<file path="config.mk">
export PLATFORM = sky130hd
export DESIGN_NAME = alu32_core
export DESIGN_NICKNAME = d
export VERILOG_FILES = /design/src/rtl/alu_pkg.sv /design/src/rtl/alu_addsub.sv /design/src/rtl/alu_bitwise.sv /design/src/rtl/alu32_core.sv
export SDC_FILE = /design/constraint.sdc
export NUM_CORES = 1
export LEC_CHECK = 0
export BUFFER_PORTS_ARGS = -buffer_cell sky130_fd_sc_hd__buf_4
export CAP_MARGIN = 40
export CORE_AREA = 2 2 99 101
export DETAILED_ROUTE_END_ITERATION = 8
export DIE_AREA = 0 0 101 103
export PLACE_DENSITY = 0.79
export SLEW_MARGIN = 5
export SYNTH_ARGS = -nofsm -noshare
export SYNTH_HDL_FRONTEND = slang
export SYNTH_HIERARCHICAL = 1
export SYNTH_SLANG_ARGS = --single-unit
</file>
<file path="constraint.sdc">
create_clock -name vclk -period 46.4
set_clock_uncertainty 0.05 [all_clocks]
set_input_delay 4.64 -clock vclk [all_inputs]
set_output_delay 4.64 -clock vclk [all_outputs]
set_load 0.005 [all_outputs]
</file>
<file path="src/rtl/alu_pkg.sv">
package alu_pkg;

  localparam int unsigned DATA_W = 32;
  localparam int unsigned CODE_W = 4;

  typedef enum logic [CODE_W-1:0] {
    OP_ADD  = 4'b0000,
    OP_ADDU = 4'b0001,
    OP_SUB  = 4'b0010,
    OP_SUBU = 4'b0011,
    OP_AND  = 4'b0100,
    OP_OR   = 4'b0101,
    OP_XOR  = 4'b0110,
    OP_NOR  = 4'b0111,
    OP_SLT  = 4'b1010,
    OP_SLTU = 4'b1011
  } alu_op_e;

  // Signed overflow from the sign bits of the two adder inputs and the sum.
  function automatic logic sign_overflow(input logic sa, input logic sb, input logic ss);
    return (sa == sb) && (ss != sa);
  endfunction

  // Full-adder carry expressed with generate/propagate terms.
  function automatic logic carry_next(input logic g, input logic p, input logic c);
    return g | (p & c);
  endfunction

endpackage

</file>
<file path="src/rtl/alu_addsub.sv">
module alu_addsub
  import alu_pkg::*;
#(
  parameter int unsigned W = DATA_W
) (
  input  logic [W-1:0] a,
  input  logic [W-1:0] b,
  input  logic         subtract,
  output logic [W-1:0] sum,
  output logic         cout,
  output logic         ovf_raw
);

  logic [W-1:0] b_eff;
  logic [W:0]   carry;

  assign carry[0] = subtract;

  for (genvar i = 0; i < W; i++) begin : g_bit
    logic prop;
    logic gen;
    assign b_eff[i]     = b[i] ^ subtract;
    assign prop         = a[i] ^ b_eff[i];
    assign gen          = a[i] & b_eff[i];
    assign sum[i]       = prop ^ carry[i];
    assign carry[i+1]   = carry_next(gen, prop, carry[i]);
  end

  assign cout    = carry[W];
  assign ovf_raw = sign_overflow(a[W-1], b_eff[W-1], sum[W-1]);

  always_comb begin

    carry_chain_chk: assert ({cout, sum} ==
                             ({1'b0, a} + {1'b0, b_eff} + {{W{1'b0}}, subtract}))
      else $error("ripple chain disagrees with wide sum");
  end

endmodule

</file>
<file path="src/rtl/alu_bitwise.sv">
module alu_bitwise #(
  parameter int unsigned W = 32
) (
  input  logic [W-1:0] a,
  input  logic [W-1:0] b,
  input  logic [1:0]   sel,
  output logic [W-1:0] y
);

  always_comb begin
    unique case (sel)
      2'd0: y = a & b;
      2'd1: y = a | b;
      2'd2: y = a ^ b;
      default: y = ~(a | b);
    endcase
  end

  always_comb begin

    nor_inverse_chk: assert (sel != 2'd3 || ((y & (a | b)) == '0))
      else $error("nor output overlaps operand ones");
  end

endmodule

</file>
<file path="src/rtl/alu32_core.sv">
module alu32_core
  import alu_pkg::*;
(
  input  logic [31:0] opnd_a,
  input  logic [31:0] opnd_b,
  input  logic [3:0]  op_code,
  output logic [31:0] result,
  output logic        carry_out,
  output logic        ovf_out
);

  localparam int unsigned W = DATA_W;

  alu_op_e      op;
  logic         do_sub;
  logic [W-1:0] add_sum;
  logic         add_cout;
  logic         add_ovf;
  logic [W-1:0] logic_y;
  logic         lt_signed;
  logic         lt_unsigned;

  assign op     = alu_op_e'(op_code);
  assign do_sub = (op == OP_SUB) || (op == OP_SUBU) || (op == OP_SLT) || (op == OP_SLTU);

  alu_addsub #(.W(W)) u_addsub (
    .a        (opnd_a),
    .b        (opnd_b),
    .subtract (do_sub),
    .sum      (add_sum),
    .cout     (add_cout),
    .ovf_raw  (add_ovf)
  );

  alu_bitwise #(.W(W)) u_bitwise (
    .a   (opnd_a),
    .b   (opnd_b),
    .sel (op_code[1:0]),
    .y   (logic_y)
  );

  // Difference sign corrected by overflow; unsigned borrow is inverted carry.
  assign lt_signed   = add_sum[W-1] ^ add_ovf;
  assign lt_unsigned = ~add_cout;

  always_comb begin
    result    = '0;
    carry_out = 1'b0;
    ovf_out   = 1'b0;
    case (op)
      OP_ADD, OP_SUB: begin
        result    = add_sum;
        carry_out = add_cout;
        ovf_out   = add_ovf;
      end
      OP_ADDU, OP_SUBU: begin
        result    = add_sum;
        carry_out = add_cout;
      end
      OP_AND, OP_OR, OP_XOR, OP_NOR: result = logic_y;
      OP_SLT:  result = {{(W-1){1'b0}}, lt_signed};
      OP_SLTU: result = {{(W-1){1'b0}}, lt_unsigned};
      default: result = '0;
    endcase
  end

  always_comb begin

    no_overflow_chk: assert (op == OP_ADD || op == OP_SUB || !ovf_out)
      else $error("overflow raised outside signed add/sub");

    compare_upper_chk: assert (!(op == OP_SLT || op == OP_SLTU) ||
                               (result[W-1:1] == '0 && !carry_out && !ovf_out))
      else $error("compare result not a single bit");

    unused_zero_chk: assert (op_code[3:2] == 2'b01 || op_code[3:2] == 2'b00 ||
                             op_code == 4'b1010 || op_code == 4'b1011 ||
                             (result == '0 && !carry_out && !ovf_out))
      else $error("unused code produced output");

    logic_carry_chk: assert (op_code[3:2] != 2'b01 || (!carry_out && result == logic_y))
      else $error("logic code carry or result wrong");

    unsigned_same_chk: assert (!(op == OP_ADDU || op == OP_SUBU) ||
                               (result == add_sum && carry_out == add_cout))
      else $error("unsigned add/sub differs from adder");
  end

endmodule

</file>
# Yosys cells after proc, flatten, opt, wreduce, memory -nomap -nowiden
# Index checks and enable logic that the tools add are counted.
[word_totals]
wordCells = 224
output_inout_bits = 34
ff_bits = 0
input_bits = 68
[classes]
eq_ne = 13
muxes = 4
bitwise_logic = 198
n_reduce_logical = 9
[ops]
columns = ["cell", "n"]
rows = [
  ["$pmux 32 s4", 1],
  ["$xor 1x1->1", 97],
  ["$pmux 32 s3", 1],
  ["$and 1x1->1", 64],
  ["$and 32x32->32", 1],
  ["$not 32->32", 1],
  ["$or 1x1->1", 32],
  ["$or 32x32->32", 1],
  ["$xor 32x32->32", 1],
  ["$eq 4x3->1 const B", 4],
  ["$eq 4x2->1 const B", 2],
  ["$eq 4x4->1 const B", 2],
  ["$reduce_or 4->1", 2],
  ["$eq 4x1->1 const B", 1],
  ["$logic_not 4->1", 1],
  ["$logic_or 1x1->1", 3],
  ["$eq 2x1->1 const B", 1],
  ["$eq 2x2->1 const B", 1],
  ["$logic_not 2->1", 1],
  ["$mux 1", 2],
  ["$reduce_or 2->1", 1],
  ["$eq 1x1->1", 1],
  ["$logic_and 1x1->1", 1],
  ["$ne 1x1->1", 1],
  ["$not 1->1", 1],
]

# Logic depth before layout (Yosys ltp)
[logic_depth]
ltp_word = 73
mapped_depth = 42
mapped_depth_nobuf = 39

# Cells and area by module
# The synthesis kept the hierarchy.
[by_module_without_submodules]
columns = ["module", "seq_area_each_um2", "cells_per_inst", "area_per_inst_um2", "instances"]
rows = [
  ["alu_bitwise", 0.0, 306, 2242.2, 1],
  ["alu_addsub", 0.0, 132, 1241.2, 1],
  ["alu32_core", 0.0, 78, 590.6, 1],
]

# Worst setup path after synthesis
# No wires, ideal clock.
[synth_path]
path_kind = "input to output"
start = "input port op_code[2]"
end = "output port result[0]"
n_path_buf = 3
t_required_ns = 41.710
cell_stages = 42
arrival_ns = 18.128
slack_ns = 23.582
cell_sequence = "buf_6 nor2b_2 buf_6 buf_8 mux2i_1 fa_1 fa_1 fa_1 fa_1 fa_1 fa_1 fa_1 fa_1 fa_1 fa_1 fa_1 fa_1 fa_1 [... 6 more ...] fa_1 fa_1 fa_1 fa_1 fa_1 fa_1 fa_1 fa_1 fa_1 fa_1 fa_1 inv_1 fa_1 xnor2_1 nor2_1 xor2_1 o2111ai_1 o21ai_1"
[synth_via]
elab_chain_cells = 73
elab_cells_between_ends = 183
classes_between = "11 x eq/ne; 1 x mux; 164 x bitwise; 7 x reduce/logical"
[synth_lines]
columns = ["item", "line_no", "rtl"]
rows = [
  ["from (decl)", "alu32_core.sv:6", "input logic [3:0] op_code,"],
  ["$eq 4x2->1", "alu32_core.sv:24", "assign do_sub = (op == OP_SUB) || (op == OP_SUBU) || (op == OP_SLT) || (op == OP_SLTU);"],
  ["$logic_or 1x1->1 (2 in a row)", "alu32_core.sv:24", ""],
  ["$logic_or 1x1->1 (*)", "alu32_core.sv:24", ""],
  ["via do_sub", "alu32_core.sv:15", "logic do_sub;"],
  ["$xor 1x1->1", "alu_addsub.sv:22", "assign b_eff[i] = b[i] ^ subtract;"],
  ["$xor 1x1->1", "alu_addsub.sv:23", "assign prop = a[i] ^ b_eff[i];"],
  ["$and 1x1->1", "alu_pkg.sv:26", "return g | (p & c);"],
  ["$or 1x1->1", "alu_pkg.sv:26", ""],
  ["[... 59 more ...]", "-", ""],
  ["$or 1x1->1", "alu_pkg.sv:26", ""],
  ["$xor 1x1->1 (*)", "alu_addsub.sv:25", "assign sum[i] = prop ^ carry[i];"],
  ["via add_sum[31]", "alu32_core.sv:16", "logic [W-1:0] add_sum;"],
  ["$ne 1x1->1 (*)", "alu_pkg.sv:21", "return (sa == sb) && (ss != sa);"],
  ["$logic_and 1x1->1 (*)", "alu_pkg.sv:21", ""],
  ["via add_ovf", "alu32_core.sv:18", "logic add_ovf;"],
  ["$xor 1x1->1 (*)", "alu32_core.sv:43", "assign lt_signed = add_sum[W-1] ^ add_ovf;"],
  ["$pmux 32 s4 (*)", "alu32_core.sv:50", "case (op)"],
  ["to (decl)", "alu32_core.sv:7", "output logic [31:0] result,"],
]
# The timed path passes the listed nets; every way through them passes the cells marked *.

# Worst setup path after layout
[layout_path]
start = "input port op_code[1]"
end = "output port result[0]"
# Same word-level chain as after synthesis.

==> impl_metrics.json <==
{
  "cts_hold_buf": 0,
  "yosys.cell_types.count": 29,
  "drc_errors": 0,
  "coreArea_um2": 9460,
  "seq_cells": 0,
  "ant_nets": 0,
  "tns_ns": 0,
  "worstPathArrival_ns": 20.14,
  "synth_area_um2": 4070,
  "seq_area_frac_synth_pct": 0,
  "status": "complete, no violations",
  "grt-ovfl-total": 0,
  "fin_util_pct": 50.0,
  "dp_worst_setup_slack_ns": 21.60,
  "grt_max_degree": 70,
  "io_pins": 102,
  "final_common_cell": "inv_1",
  "drt_iter0_markers": 66,
  "dr.pass1.iters": 4,
  "floorplan.initialDensity_pct": 43.1,
  "slew_headroom_pct": 58.1,
  "power-per-cell-area_nw_per_um2": 12.0,
  "routedWlPerCell_um": 12.3,
  "antennaDiodeCount": 0,
  "grt_pass1_wl_um": 14700,
  "hp-class": "input pin to output port",
  "area_delta_synth_final_pct": 16.1,
  "num-clock-buffers": 0,
  "antenna_found_initial": 0,
  "crit_fanout": 65,
  "setup_viol": 0,
  "drive_gt1_share_pct": 23.9,
  "place.gp.congestion": 0.746,
  "worst_slew_pin_slew_ns": 0.628,
  "fp.dieH_um": 103,
  "ff_latch_area_um2": 0,
  "nFillCells": 913,
  "rsz0062_at_grt": "no",
  "cap_violations": 0,
  "hold_viol": 0,
  "grt_pass1_vias": 3412,
  "ir_drop_uv": 7.57,
  "avgSynthCellArea_um2": 7.90,
  "fmax_mhz": 40.3,
  "grt.total_usage_pct": 16.7,
  "nNetsFinal": 756,
  "end_kind": "output port",
  "cp_common_cell": "fa_1",
  "routed_wl_um": 8640,
  "port_buffers": 102,
  "die-area_um2": 10400,
  "max_stage_delay_ns": 0.58,
  "period_needed_ns": 24.83,
  "fp.dieW_um": 101,
  "num_rows": 36,
  "worst_path_max_delay_cell": "nor2b_4",
  "cts_setup_buffers": 0,
  "synth_nets": 680,
  "drv_slew": 0,
  "power_leakage_uw": 0.00273,
  "cp_data_required_time_ns": 41.71,
  "synth_warnings": 6,
  "cp-start-kind": "input pin",
  "via_per_inst": 4.81,
  "synth_cells": 516,
  "cts_resized": 0,
  "period_share_pct": 53.5,
  "dp_hpwl_um": 7070,
  "final_cell_mix": "inv_1 (125), buf_4 (103), ha_1 (65)",
  "vias": 3388,
  "path_class": "input pin to output port",
  "worst_slack_ns": 21.57
}
==> metal layers <==
metal	GRT usage (%)	vias to the layer above	wire (um)
met1	20.5	1586	3670
met4	1.25	0	51
met2	33.0	75	4500
li1	-	1723	-
met5	0	-	0
met3	1.08	4	412
==> cell type report <==
type                            count  area, um^2  share of cell area, %
Tap cell                          114         143                   3.02
Inverter                          125         469                   9.92
Multi-Input combinational cell    361        3320                   70.1
Timing Repair Buffer              104         801                   16.9
==> through the flow <==
stage	hold slack [ns]	instance area [um^2]	std cells	power, uW
after floorplan	9.25	4070	516	38.7
after global placement	9.73	4700	703	53.9
after detailed placement	9.73	4730	704	57.2
after CTS	9.74	4730	704	57.3
after global routing	9.77	4730	704	64.4
final	9.73	4730	704	56.5
==> power by group <==
part           switching, uW  leakage [uW]  internal, uW
Combinational           27.5       0.00273          29.0
Clock                      0             0             0
Sequential                 0             0             0
Total                   27.5       0.00273          29.0
==> worst max-delay path: cells and delay by family <==
family | cells | cell delay, ns
fa+ha+maj | 31 | 12.76
mux | 1 | 0.16
simple gates | 2 | 0.73
compound gates | 2 | 0.30
buf+inv | 4 | 1.15
xor+xnor | 2 | 0.34
==> worst paths after layout <==
path / from / depth (start not counted) / endpoint
worst max-delay path: op_code[1] / 42 / result[0]
worst min-delay path: op_code[3] / 3 / result[15]
==> cells in the mapped netlist <==
library cell  instances  area [um^2]
a21oi_1               4         20.0
buf_1                 4         15.0
buf_12                5          100
buf_2                 6         30.0
buf_4                 1         7.51
buf_6                 7         78.8
buf_8                 3         45.0
clkbuf_1              3         11.3
clkbuf_2              1         5.00
fa_1                 31          621
ha_1                 65          813
inv_1               125          469
mux2_4               28          420
mux2i_1              33          330
nand2_1              57          214
nor2_1               32          120
nor2b_1               4         25.0
nor2b_2               1         8.76
nor2b_4               4         55.1
nor3_1                4         20.0
nor3b_2               1         12.5
nor4b_2               1         15.0
o2111ai_1             1         8.76
o21ai_0              28          140
o21ai_1              29          145
o21bai_1              4         30.0
xnor2_1              29          254
xnor2_2               2         32.5
xor2_1                3         26.3
==> kinds of logic (layout without fill, tap and decap cells) <==
logic type | Yosys count | count (layout) | share of synthesized area, %
xor gates and xnor gates | 34 | 34 | 7.68
adders and majority gates | 96 | 96 | 35.2
buffers and inverters | 155 | 229 | 18.7
and+or+nand+nor | 104 | 104 | 11.5
muxes | 61 | 61 | 18.4
AOI/OAI and AO/OA | 66 | 66 | 8.45
(Power assumes the default switching activity.)
